**src/rtl/irqb_pkg.sv**
```systemverilog
package irqb_pkg;
  localparam int unsigned BANK_W        = 32;
  localparam int unsigned REGS_PER_BANK = 4;

  typedef logic [BANK_W-1:0] bank_word_t;

  typedef enum logic [1:0] {
    OFS_EVENT  = 2'd0,
    OFS_ENABLE = 2'd1,
    OFS_ACK    = 2'd2,
    OFS_LEVEL  = 2'd3
  } reg_ofs_e;

  // Which sources of a bank are level-sensitive.
  function automatic bank_word_t level_mask_for(int unsigned bank, bit wide);
    if (bank != 0) return '0;
    return wide ? 32'h3FF0_0000 : 32'h1FF0_0000;
  endfunction

  // Word index (byte address / 4) of the first register of a bank.
  function automatic logic [3:0] bank_word_base(int unsigned bank, int unsigned nbanks);
    return 4'((nbanks - bank) * REGS_PER_BANK);
  endfunction

  function automatic bank_word_t pending_of(bank_word_t evt, bank_word_t lvl,
                                            bank_word_t mask, bank_word_t en);
    return (evt | (lvl & mask)) & en;
  endfunction
endpackage

```
**src/rtl/irqb_sync.sv**
```systemverilog
module irqb_sync #(
  parameter int unsigned W      = 64,
  parameter int unsigned STAGES = 2
) (
  input  logic         clk,
  input  logic         rst_n,
  input  logic [W-1:0] din,
  output logic [W-1:0] level_o,
  output logic [W-1:0] rise_o
);
  logic [W-1:0] stg [STAGES];
  logic [W-1:0] prev_q;

  always_ff @(posedge clk) begin
    if (!rst_n) begin
      for (int i = 0; i < int'(STAGES); i++) stg[i] <= '0;
      prev_q <= '0;
    end else begin
      stg[0] <= din;
      for (int i = 1; i < int'(STAGES); i++) stg[i] <= stg[i-1];
      prev_q <= stg[STAGES-1];
    end
  end

  assign level_o = stg[STAGES-1];
  assign rise_o  = stg[STAGES-1] & ~prev_q;
endmodule

```
**src/rtl/irqb_bank.sv**
```systemverilog
module irqb_bank
  import irqb_pkg::*;
#(
  parameter int unsigned BANK_IDX   = 0,
  parameter bit          WIDE_LEVEL = 1'b0
) (
  input  logic       clk,
  input  logic       rst_n,
  input  bank_word_t rise_i,
  input  bank_word_t level_i,
  input  logic       en_we,
  input  logic       ack_we,
  input  bank_word_t wdata,
  output bank_word_t event_o,
  output bank_word_t enable_o,
  output bank_word_t pending_o
);
  localparam bank_word_t LVL_MASK = level_mask_for(BANK_IDX, WIDE_LEVEL);

  bank_word_t event_q, enable_q;
  bank_word_t set_vec, clr_vec;

  assign set_vec = rise_i & enable_q;
  assign clr_vec = ack_we ? wdata : '0;

  always_ff @(posedge clk) begin
    if (!rst_n) begin
      event_q  <= '0;
      enable_q <= '0;
    end else begin
      event_q <= (event_q & ~clr_vec) | set_vec;
      if (en_we) enable_q <= wdata;
    end
  end

  assign event_o   = event_q;
  assign enable_o  = enable_q;
  assign pending_o = pending_of(event_q, level_i, LVL_MASK, enable_q);

  // acknowledged bits are clear next cycle unless a new edge arrived
  p_ack_clears_r4: assert property (@(posedge clk) disable iff (!rst_n)
    ack_we |=> ((event_q & $past(wdata & ~(rise_i & enable_q))) == '0));

  // a new event bit needs an enabled rising edge in the cycle before
  p_event_needs_edge_r6: assert property (@(posedge clk) disable iff (!rst_n)
    1'b1 |=> ((event_q & ~$past(event_q) & ~$past(rise_i & enable_q)) == '0));

  // without an acknowledge write no event bit drops
  p_event_sticky_r3: assert property (@(posedge clk) disable iff (!rst_n)
    !ack_we |=> (($past(event_q) & ~event_q) == '0));

  // enable reads back the written word
  p_enable_write_r9: assert property (@(posedge clk) disable iff (!rst_n)
    en_we |=> (enable_q == $past(wdata)));
endmodule

```
**src/rtl/irqb_regif.sv**
```systemverilog
module irqb_regif
  import irqb_pkg::*;
#(
  parameter int unsigned NUM_BANKS = 2
) (
  input  logic                          clk,
  input  logic                          rst_n,
  input  logic                          bus_sel,
  input  logic                          bus_wr,
  input  logic [5:0]                    bus_addr,
  input  logic [NUM_BANKS-1:0][BANK_W-1:0] event_i,
  input  logic [NUM_BANKS-1:0][BANK_W-1:0] enable_i,
  input  logic [NUM_BANKS-1:0][BANK_W-1:0] level_i,
  output logic [NUM_BANKS-1:0]          en_we,
  output logic [NUM_BANKS-1:0]          ack_we,
  output bank_word_t                    rdata_o
);
  logic [3:0]           word;
  reg_ofs_e             ofs;
  logic [NUM_BANKS-1:0] hit;
  bank_word_t           rd_next, rdata_q;

  assign word = bus_addr[5:2];
  assign ofs  = reg_ofs_e'(word[1:0]);

  for (genvar b = 0; b < int'(NUM_BANKS); b++) begin : g_dec
    localparam logic [3:0] BASE = bank_word_base(b, NUM_BANKS);
    assign hit[b]    = (word[3:2] == BASE[3:2]);
    assign en_we[b]  = bus_sel & bus_wr & hit[b] & (ofs == OFS_ENABLE);
    assign ack_we[b] = bus_sel & bus_wr & hit[b] & (ofs == OFS_ACK);
  end

  always_comb begin
    rd_next = '0;
    for (int b = 0; b < int'(NUM_BANKS); b++) begin
      if (hit[b]) begin
        case (ofs)
          OFS_EVENT:  rd_next = event_i[b];
          OFS_ENABLE: rd_next = enable_i[b];
          OFS_LEVEL:  rd_next = level_i[b];
          default:    rd_next = '0;
        endcase
      end
    end
  end

  always_ff @(posedge clk) begin
    if (!rst_n)                rdata_q <= '0;
    else if (bus_sel && !bus_wr) rdata_q <= rd_next;
    else                       rdata_q <= '0;
  end

  assign rdata_o = rdata_q;

  // one write targets at most one register
  p_single_target_r1: assert property (@(posedge clk) disable iff (!rst_n)
    $onehot0({en_we, ack_we}));

  // the acknowledge offset always reads zero
  p_ack_reads_zero_r2: assert property (@(posedge clk) disable iff (!rst_n)
    (bus_sel && !bus_wr && word[1:0] == 2'd2) |=> (rdata_o == '0));
endmodule

```
**src/rtl/dual_bank_irq_ctrl.sv**
```systemverilog
module dual_bank_irq_ctrl
  import irqb_pkg::*;
#(
  parameter int unsigned NUM_BANKS   = 2,
  parameter int unsigned SYNC_STAGES = 2,
  parameter bit          WIDE_LEVEL  = 1'b0
) (
  input  logic                        clk,
  input  logic                        rst_n,
  input  logic [NUM_BANKS*BANK_W-1:0] src_i,
  input  logic                        bus_sel,
  input  logic                        bus_wr,
  input  logic [5:0]                  bus_addr,
  input  logic [31:0]                 bus_wdata,
  output logic [31:0]                 bus_rdata,
  output logic                        irq_o
);
  localparam int unsigned LINES = NUM_BANKS * BANK_W;

  logic [LINES-1:0] level_all, rise_all;
  logic [NUM_BANKS-1:0][BANK_W-1:0] event_b, enable_b, level_b, pending_b;
  logic [NUM_BANKS-1:0] en_we, ack_we;
  logic any_pending, any_enable, irq_q;

  irqb_sync #(.W(LINES), .STAGES(SYNC_STAGES)) u_sync (
    .clk(clk), .rst_n(rst_n), .din(src_i),
    .level_o(level_all), .rise_o(rise_all));

  for (genvar b = 0; b < int'(NUM_BANKS); b++) begin : g_bank
    assign level_b[b] = level_all[b*BANK_W +: BANK_W];
    irqb_bank #(.BANK_IDX(b), .WIDE_LEVEL(WIDE_LEVEL)) u_bank (
      .clk(clk), .rst_n(rst_n),
      .rise_i(rise_all[b*BANK_W +: BANK_W]),
      .level_i(level_all[b*BANK_W +: BANK_W]),
      .en_we(en_we[b]), .ack_we(ack_we[b]), .wdata(bus_wdata),
      .event_o(event_b[b]), .enable_o(enable_b[b]), .pending_o(pending_b[b]));
  end

  irqb_regif #(.NUM_BANKS(NUM_BANKS)) u_regif (
    .clk(clk), .rst_n(rst_n), .bus_sel(bus_sel), .bus_wr(bus_wr),
    .bus_addr(bus_addr), .event_i(event_b), .enable_i(enable_b),
    .level_i(level_b), .en_we(en_we), .ack_we(ack_we), .rdata_o(bus_rdata));

  assign any_pending = |pending_b;
  assign any_enable  = |enable_b;

  always_ff @(posedge clk) begin
    if (!rst_n) irq_q <= 1'b0;
    else        irq_q <= any_pending;
  end

  assign irq_o = irq_q;

  // a request is only raised when some source was enabled
  p_irq_needs_enable_r8: assert property (@(posedge clk) disable iff (!rst_n)
    irq_o |-> $past(any_enable));
endmodule

```
**config.mk**
```make
export PLATFORM = sky130hd
export DESIGN_NAME = dual_bank_irq_ctrl
export DESIGN_NICKNAME = d
export VERILOG_FILES = /design/src/rtl/irqb_pkg.sv /design/src/rtl/irqb_sync.sv /design/src/rtl/irqb_bank.sv /design/src/rtl/irqb_regif.sv /design/src/rtl/dual_bank_irq_ctrl.sv
export SDC_FILE = /design/constraint.sdc
export NUM_CORES = 1
export LEC_CHECK = 0
export BUFFER_PORTS_ARGS = -buffer_cell sky130_fd_sc_hd__buf_2
export CAP_MARGIN = 5
export CORE_MARGIN = 3
export CORE_UTILIZATION = 59
export DETAILED_ROUTE_END_ITERATION = 6
export GPL_TIMING_DRIVEN = 1
export PLACE_DENSITY_LB_ADDON = 0.25
export SLEW_MARGIN = 20
export SYNTH_ARGS = -nofsm -noshare
export SYNTH_HDL_FRONTEND = slang
export SYNTH_HIERARCHICAL = 1
export SYNTH_SLANG_ARGS = --single-unit
```
**constraint.sdc**
```tcl
create_clock -name clk -period 1.88 [get_ports clk]
set_input_delay 0 -clock clk [delete_from_list [all_inputs] [get_ports clk]]
set_output_delay 0 -clock clk [all_outputs]
set_load 0.03 [all_outputs]
```
# After elaboration in Yosys (flattened, before gate mapping)
# Memories as Yosys holds them, arrays and structs flattened.
# Cells that the tools add are included.
# Widths: inputs -> output; s select.
word_totals:
  memories: 1
  register_bits: 225
  elab_cells: 50
  ram_bits: 128
  in_bits: 106
memory_table:
  columns: ["name", "depth", "width", "read_ports", "rd_ports_with_merged_regs", "write_ports", "line", "source"]
  rows:
  - ["u_sync.stg", 2, 64, 2, 0, 2, "irqb_sync.sv:11", "logic [W-1:0] stg [STAGES];"]
classes:
  eq_ne: 5
  bitwise_logic: 22
  reduce_logical: 5
  muxes: 10
op_table:
  columns: ["op", "count"]
  rows:
  - ["$and 32x32->32", 6]
  - ["$pmux 32 s3", 2]
  - ["$mux 32", 4]
  - ["$mux 64", 2]
  - ["$and 64x64->64", 1]
  - ["$not 32->32", 2]
  - ["$not 64->64", 1]
  - ["$or 32x32->32", 2]
  - ["$reduce_or 64->1", 1]
  - ["$or 32x29->32", 1]
  - ["$and 1x1->1", 7]
  - ["$eq 2x2->1 const B", 3]
  - ["$eq 2x1->1 const B", 2]
  - ["$logic_not 2->1", 1]
  - ["$mux 1", 2]
  - ["$or 1x1->1", 2]
  - ["$reduce_and 2->1", 1]
  - ["$logic_and 1x1->1", 1]
  - ["$logic_not 1->1", 1]

# Longest topological paths before layout
# Gate-level depths: netlist (run 1).
logic_depth:
  word_depth: 7
  ltp_mapped: 9
  depth_no_buf: 5

# By module
# The synthesis (run 1) kept the hierarchy.
modules_own_cells:
  columns: ["mod", "seq_area_each_um2", "n_inst", "area_per_inst_um2", "cells_each"]
  rows:
  - ["irqb_sync", 3843.7, 1, 6105.9, 533]
  - ["irqb_bank (g_bank[0].u_bank)", 1281.2, 1, 2721.4, 273]
  - ["irqb_bank (g_bank[1].u_bank)", 1281.2, 1, 2718.9, 273]
  - ["irqb_regif", 640.6, 1, 2416.1, 235]
  - ["dual_bank_irq_ctrl", 20.0, 1, 162.7, 22]

# Worst setup path before layout (run 1)
# Ideal clock, no wire load.
synth_path:
  kind: "register -> register"
  start: "memory u_sync.stg[1][28], in the netlist u_sync/stg[0][92]"
  end: "register irq_q, in the netlist irq_o"
  arrival_ns: 1.315
  n_path_buf: 1
  t_required_ns: 1.755
  setup_time_ns: 0.125
  path_stages_with_launch: 6
  path_slack_ns: 0.440
  path_cell_list: "dfxtp_1 > buf_4 > o21a_1 > nor4_1 > nand4_1 > o41a_1"
synth_lines:
  columns: ["element", "line", "source"]
  rows:
  - ["from (decl)", "irqb_sync.sv:11", null]
  - ["to (signal assigned)", "dual_bank_irq_ctrl.sv:49", "else irq_q <= any_pending;"]
  - ["to (decl)", "dual_bank_irq_ctrl.sv:23", "logic any_pending, any_enable, irq_q;"]

==> results of run 1 <==
## worst min-delay path by stage
stage / start / to / slack (ns) / cells after the start
floorplan: src_i[10] / u_sync/stg[0][10] / 0.13 / 1
global placement: src_i[45] / u_sync/stg[0][45] / 0.20 / 2
detailed placement: src_i[0] / u_sync/stg[0][0] / 0.21 / 2
CTS: bus_addr[3] / u_regif/rdata_o[2] / 0.10 / 4
global route: bus_addr[3] / u_regif/rdata_o[14] / 0.13 / 4
finish: bus_sel / u_regif/rdata_o[30] / 0.11 / 4
## cells by family (layout without fill, tap and decap cells)
logic type | Yosys count | after routing | share of synthesized area, %
AND/OR/NAND/NOR | 538 | 538 | 22.7
flip-flops | 353 | 353 | 50.0
AO/OA/AOI/OAI | 170 | 170 | 10.5
buffers and inverters | 147 | 327 | 7.77
multiplexers | 128 | 128 | 9.07
other | 0 | 1 | 0
## sequential cells by signal, summed over array words and instances (netlist names)
| signal | cells |
|---|---|
| u_sync/stg | 128 |
| u_sync/prev_q | 64 |
| irq_o | 1 |
| g_bank.u_bank/enable_o | 64 |
| g_bank.u_bank/event_o | 64 |
| u_regif/rdata_o | 32 |
## through the flow
| step | hold slack (ns) | utilization, % | power (mW) |
|---|---|---|---|
| final | 0.115 | 72.2 | 15.6 |
| after global routing | 0.125 | 72.2 | 16.2 |
| after CTS | 0.101 | 72.2 | 15.8 |
| after detailed placement | 0.208 | 62.8 | 8.58 |
| after global placement | 0.205 | 62.8 | 8.57 |
| after floorplan | 0.127 | - | 8.40 |
## final cells by class
cell class	count	area, µm²	area share (%)
Tap cell	313	392	2.35
Clock buffer	55	1080	6.51
Multi-Input combinational cell	836	5990	36.0
Sequential cell	353	7070	42.5
Timing Repair Buffer	263	2010	12.1
Antenna cell	1	2.50	0.0150
Clock inverter	9	103	0.616
## layer usage
layer | GRT usage (%) | wire length (µm) | vias to the layer above
met5 | 0 | 0 | -
met4 | 7.20 | 751 | 0
met3 | 4.05 | 1620 | 61
met2 | 39.6 | 15000 | 249
met1 | 31.0 | 14000 | 4622
li1 | - | - | 4823
## worst register-to-register path: stages (launching register included)
cell and delay, ns:
dfxtp_1 0.33, and2_1 0.15, nor4_1 0.48, buf_4 0.21, nand4_1 0.08, o41a_1 0.38
## placed cells by master, fill, tap and decap left out, types with 4 or more instances in the layout
cell type / synthesis / layout
dfxtp_1: 353 / 353
and3_1: 64 / 64
clkbuf_16: 0 / 37
buf_2: 23 / 134
buf_12: 0 / 10
nor4_1: 15 / 15
a22o_1: 32 / 32
a31o_1: 34 / 34
o2bb2ai_1: 64 / 64
clkbuf_1: 8 / 9
clkinv_2: 0 / 5
nand2_1: 64 / 64
a31o_2: 30 / 30
o21a_1: 9 / 9
nand4_1: 4 / 4
buf_4: 79 / 21
mux2i_1: 128 / 128
and2_1: 247 / 247
nor2_2: 0 / 4
clkbuf_8: 0 / 10
dlygate4sd3_1: 0 / 97
nor2b_1: 129 / 129
## power groups by stage
stage,clock network [mW],registers (mW),logic (mW)
floorplan,0,7.87,0.532
global placement,0,7.90,0.670
detailed placement,0,7.90,0.679
CTS,7.19,7.74,0.842
global route,7.51,7.75,0.922
finish,7.05,7.74,0.851
## timing repair
action / 4_1_cts / 5_1_grt
hold buffers: 97 / 0
endpoints found under the hold margin: 197 / 0
buffers inserted: 0 / 0
==> metrics, run 1 <==
via count=9755; required time of the worst setup path=2.27 ns; cell area after technology mapping=0.0141 mm²; I/O pin count=139; Synth top area share=50.0%; final standard cell area without fillers=0.0166 mm²; CP Buf/Inv Count=1; placeable core region=0.0231 mm²; net switching power=3.28 mW; number of buffers created by CTS=36; largest net degree at the start of global routing=143; Final HPWL DP=18900 µm; Total Die Area=0.0258 mm²; critical path startpoint category=register; cell with the largest stage delay on the worst path=nor4_1; timing endpoint of the critical path=irq_o; power density of the placed cells=939 mW/mm²; sinks on the clock net=353; number of nets in the synthesized netlist=1442; final period demand of the worst path=1.74 ns; destination of the worst register-to-register timing path=irq_o; starting density of the core=61.3%; cell type with the largest total area after synthesis=dfxtp_1; post-placement cell area=0.0145 mm²; Root Buffer Master=clkbuf_16; first-pass GRT wire length=49700 µm; worst-case clock skew=0.00736 ns; Clock transition at path regs=0.06 ns; ranking of synthesized cells by instance count=dfxtp_1 (353), and2_1 (247), nor2b_1 (129); Post-synth EDFFs=0; synth warn=6; setup repair after global routing missed its margin=false; number of cells produced by synthesis=1336; number of distinct library cells after synthesis=29; total detailed-routing wirelength=31400 µm; die outline height=161 µm; asr flop ratio synth=0%; Seq pwr share=49.5%; slew margin rel.=64.4%; total setup violations reported at the end of the flow=0; Maximum Capacitance Violations=0; proportion of total power due to net switching=21.0%; final worst slack=0.136 ns; Non-Filler Instances=1830; last weighted congestion value of the routability-driven placer=0.781; Setup WS pre-CTS=0.111 ns; logic gate share of total power=5.4%; Highest Clock Rate=0.573 GHz; H-tree Lvls=2; start point of the critical path=g_bank[1].u_bank/enable_o[4]; Worst Tran Pin Value=0.529 ns; number of rows created at floorplan=55; FF-to-FF Start=g_bank[1].u_bank/enable_o[4]; Pleak=6.94 nW; worst reg2reg path depth=5; NumNets Final=1596; post-detailed-route via-to-cell ratio=5.33; Initial DRC Count=653; Cell Count Post-Placement=1668; fillcell total=1672; Worst IR Drop VDD=720 µV; Global Route Usage Sum=23.5%; area overhead of the layout relative to synthesis=17.8%; Setup TNS Final=0 ns; Setup CP Type=reg2reg; crit-path leading delay family=simple AND/OR/NAND/NOR gates; DIE WIDTH=161 µm; min-delay worst type=in2reg; post-CTS resize count=0; antenna violations before repair=1; portion of the post-synthesis area used by sequential elements=50.0%; via count of the first global-routing pass=9541; nature of the critical path endpoint=register; Final Hold Violating Endpoints=0; first-pass iteration count of the detailed router=4; cells traversed along the worst timing path=and2_1, nor4_1, buf_4, nand4_1, o41a_1; crit-path max cell delay=0.48 ns; Synth Area per Inst=10.6 µm²; r2r setup slk=0.14 ns; CTS max path bufs=3; Primary FF master, synth=dfxtp_1; clock network power share=45.1%; buffers added on ports=136; total gr overflow=0; ranking of synthesized cells by area=dfxtp_1 (50%), and2_1 (11%), mux2i_1 (9.1%), nor2b_1 (5.7%), buf_4 (4.2%); post-route DRC violation count=0; Antenna Violating Nets Remaining=0; arrival time worst endpoint=2.14 ns; Routed wire per std cell=17.1 µm; TritonCTS clock tree=yes; number of slew-limit violations in the final report=0; critical path depth in cells=5; source-to-sink clock delay at the later pin of the worst-skew pair=0.51 ns; fraction of final layout cells with drive strength greater than 1=17.1%; result of the run=complete, no violations; Final Cycle Share=92.8%; number of synthesized register bits=353; critical-path maximum fanout=4; cell with the most instances after synthesis=dfxtp_1; total internal power=12.4 mW
Note: power is estimated with default switching activity, not from simulation.
==> run 2: changes to the inputs <==
Clock period 1.88 ns to 1.85 ns, I/O delays scaled along.
==> run 2 against run 1 <==
Against the previous run:
- critical path depth stayed put
- wire length up 1.2%
- first-iteration DRC count is 6.1% lower
- clock skew decreased by 0.00089 ns
- die area unchanged
- critical endpoint unchanged
- design area increased by 0.92%
- clock power grew 7.2%
- final cell count rose by 0.71%
- global-route usage grew 0.61 points
- highest routed layer unchanged
- combinational power is 2.5% higher
==> metrics, run 2 (same netlist as run 1, synthesis figures left out) <==
timing endpoint of the critical path=irq_o (unchanged); most used cells in the layout excluding fill and tap cells=dfxtp_1 (353), and2_1 (247), buf_2 (134) (unchanged); critical-path maximum fanout=3 (was 4); Seq pwr share=48.3% (was 49.5%); nature of the critical path endpoint=register (unchanged); final worst slack=0.155 ns (was 0.136 ns); source-to-sink clock delay at the later pin of the worst-skew pair=0.51 ns (about the same); start point of the critical path=g_bank[1].u_bank/event_o[22] (was g_bank[1].u_bank/enable_o[4]); logic gate share of total power=5.4% (about the same); beginning of the worst hold path=bus_addr[3] (was bus_sel); total area of multi-input combinational cells=0.00599 mm² (unchanged); commonest non-fill, non-tap cell in the layout=dfxtp_1 (unchanged); Setup TNS Final=0 ns (unchanged); FF-to-FF Start=g_bank[1].u_bank/event_o[22] (was g_bank[1].u_bank/enable_o[4]); Global Route Usage Sum=24.1% (was 23.5%); Root Buffer Master=clkbuf_16 (unchanged); Final HPWL DP=18800 µm (was 18900 µm); min-delay worst type=in2reg (unchanged); fillcell total=1648 (was 1672); worst reg2reg path depth=5 (unchanged); area overhead of the layout relative to synthesis=18.9% (was 17.8%); critical path startpoint category=register (unchanged); result of the run=complete, no violations (unchanged); Final Cycle Share=91.6% (was 92.8%); first-pass GRT wire length=51100 µm (was 49700 µm); Worst Tran Pin Value=0.762 ns (was 0.529 ns); destination of the worst register-to-register timing path=irq_o (unchanged); net switching power=3.49 mW (was 3.28 mW); post-detailed-route via-to-cell ratio=5.33 (about the same); Pleak=7.02 nW (was 6.94 nW); arrival time worst endpoint=2.09 ns (was 2.14 ns); Setup WS pre-CTS=0.173 ns (was 0.111 ns); NumNets Final=1607 (was 1596); final period demand of the worst path=1.69 ns (was 1.74 ns); first-pass iteration count of the detailed router=4 (unchanged); via count of the first global-routing pass=9831 (was 9541); total gr overflow=0 (unchanged); required time of the worst setup path=2.25 ns (was 2.27 ns); setup repair after global routing missed its margin=false (unchanged); DIE WIDTH=161 µm (unchanged); Setup CP Type=reg2reg (unchanged); sinks on the clock net=353 (unchanged); I/O pin count=139 (unchanged); Antenna Violating Nets Remaining=0 (unchanged); proportion of total power due to net switching=21.4% (was 21.0%); power density of the placed cells=970 mW/mm² (was 939 mW/mm²); Clock transition at path regs=0.06 ns (about the same); Routed wire per std cell=17.2 µm (was 17.1 µm); number of slew-limit violations in the final report=0 (unchanged); total detailed-routing wirelength=31700 µm (was 31400 µm); post-route DRC violation count=0 (unchanged); Maximum Capacitance Violations=0 (unchanged); antenna violations before repair=1 (unchanged); total internal power=12.8 mW (was 12.4 mW); Initial DRC Count=613 (was 653); register ranked first by flip-flop count=u_sync/stg (unchanged); fraction of final layout cells with drive strength greater than 1=17.5% (was 17.1%); post-CTS resize count=0 (unchanged); buffers added on ports=136 (unchanged); largest net degree at the start of global routing=113 (was 143); max FFs per register=128 (unchanged); TritonCTS clock tree=yes (unchanged); clock network power share=46.4% (was 45.1%); via count=9814 (was 9755); H-tree Lvls=2 (unchanged); Final Hold Violating Endpoints=0 (unchanged); CTS max path bufs=3 (unchanged); worst-case clock skew=0.00647 ns (was 0.00736 ns); placeable core region=0.0231 mm² (unchanged); die outline height=161 µm (unchanged); Worst IR Drop VDD=756 µV (was 720 µV); area of all sequential standard cells=0.00707 mm² (unchanged); total setup violations reported at the end of the flow=0 (unchanged); number of buffers created by CTS=37 (was 36); Total Die Area=0.0258 mm² (unchanged); Highest Clock Rate=0.590 GHz (was 0.573 GHz); r2r setup slk=0.16 ns (was 0.14 ns); slew margin rel.=49.2% (was 64.4%); last weighted congestion value of the routability-driven placer=0.782 (was 0.781); starting density of the core=61.3% (unchanged); number of rows created at floorplan=55 (unchanged)
==> run 2: changes by cell type in the layout (fill, tap and decap cells not counted), sizes merged <==
cell | previous run | this run
inv | 2 | 1
dlygate4sd3 | 97 | 105
clkbuf | 56 | 53
clkinvlp | 0 | 2
bufinv | 2 | 3
clkinv | 5 | 9
buf | 165 | 167
==> run 2: timing repair <==
action | in CTS | in global routing
hold buffers | 105 | 0
setup buffers | 0 | 0
hold endpoints to repair | 204 | 0
==> run 2: power groups by stage <==
stage,combinational (mW),sequential (mW),clock [mW]
global route,0.946,7.88,7.96
detailed placement,0.685,8.03,0
global placement,0.677,8.02,0
finish,0.872,7.86,7.56
CTS,0.861,7.86,7.65
floorplan,0.540,8.00,0
==> run 2: stage by stage <==
stage	total power [mW]	area (µm²)	cells	util (%)	hold WS (ns)
3_5_place_dp	8.71	14500	1670	62.8	0.208
3_3_place_gp	8.70	14500	1670	62.8	0.206
2_1_floorplan	8.54	14100	1336	-	0.127
5_1_grt	16.8	16800	1843	72.9	0.0896
6_report	16.3	16800	1843	72.9	0.0830
4_1_cts	16.4	16800	1842	72.9	0.0713
==> run 2: worst min path at each step <==
stage | cells after the start | end
5_1_grt | 4 | u_regif/rdata_o[4]
6_report | 4 | u_regif/rdata_o[4]
4_1_cts | 4 | u_regif/rdata_o[4]
3_5_place_dp | 2 | u_sync/stg[0][47]
2_1_floorplan | 1 | u_sync/stg[0][10]
3_3_place_gp | 2 | u_sync/stg[0][45]
==> run 2: final cells by class <==
type | count | share of cell area, %
flip-flops and latches | 353 | 42.1
multi-input cells | 836 | 35.6
repair buffers | 273 | 12.5
clock buffers | 52 | 6.52
well taps | 313 | 2.33
clock inverters | 15 | 0.968
diodes | 1 | 0.0149
==> run 2: per-layer routing <==
layer	routed length (µm)	part of all wire, %	GRT usage [%]
met4	817	2.6	8.06
met5	0	0	0
met2	15000	47	40.5
met3	1620	5.1	4.15
met1	14300	45	31.6
==> run 2: worst max-delay path, stage by stage, from the launching register on <==
cell and delay, ns:
dfxtp_1 0.31, and2_1 0.16, nor4_1 0.39, buf_4 0.19, nand4_1 0.10, o41a_1 0.43
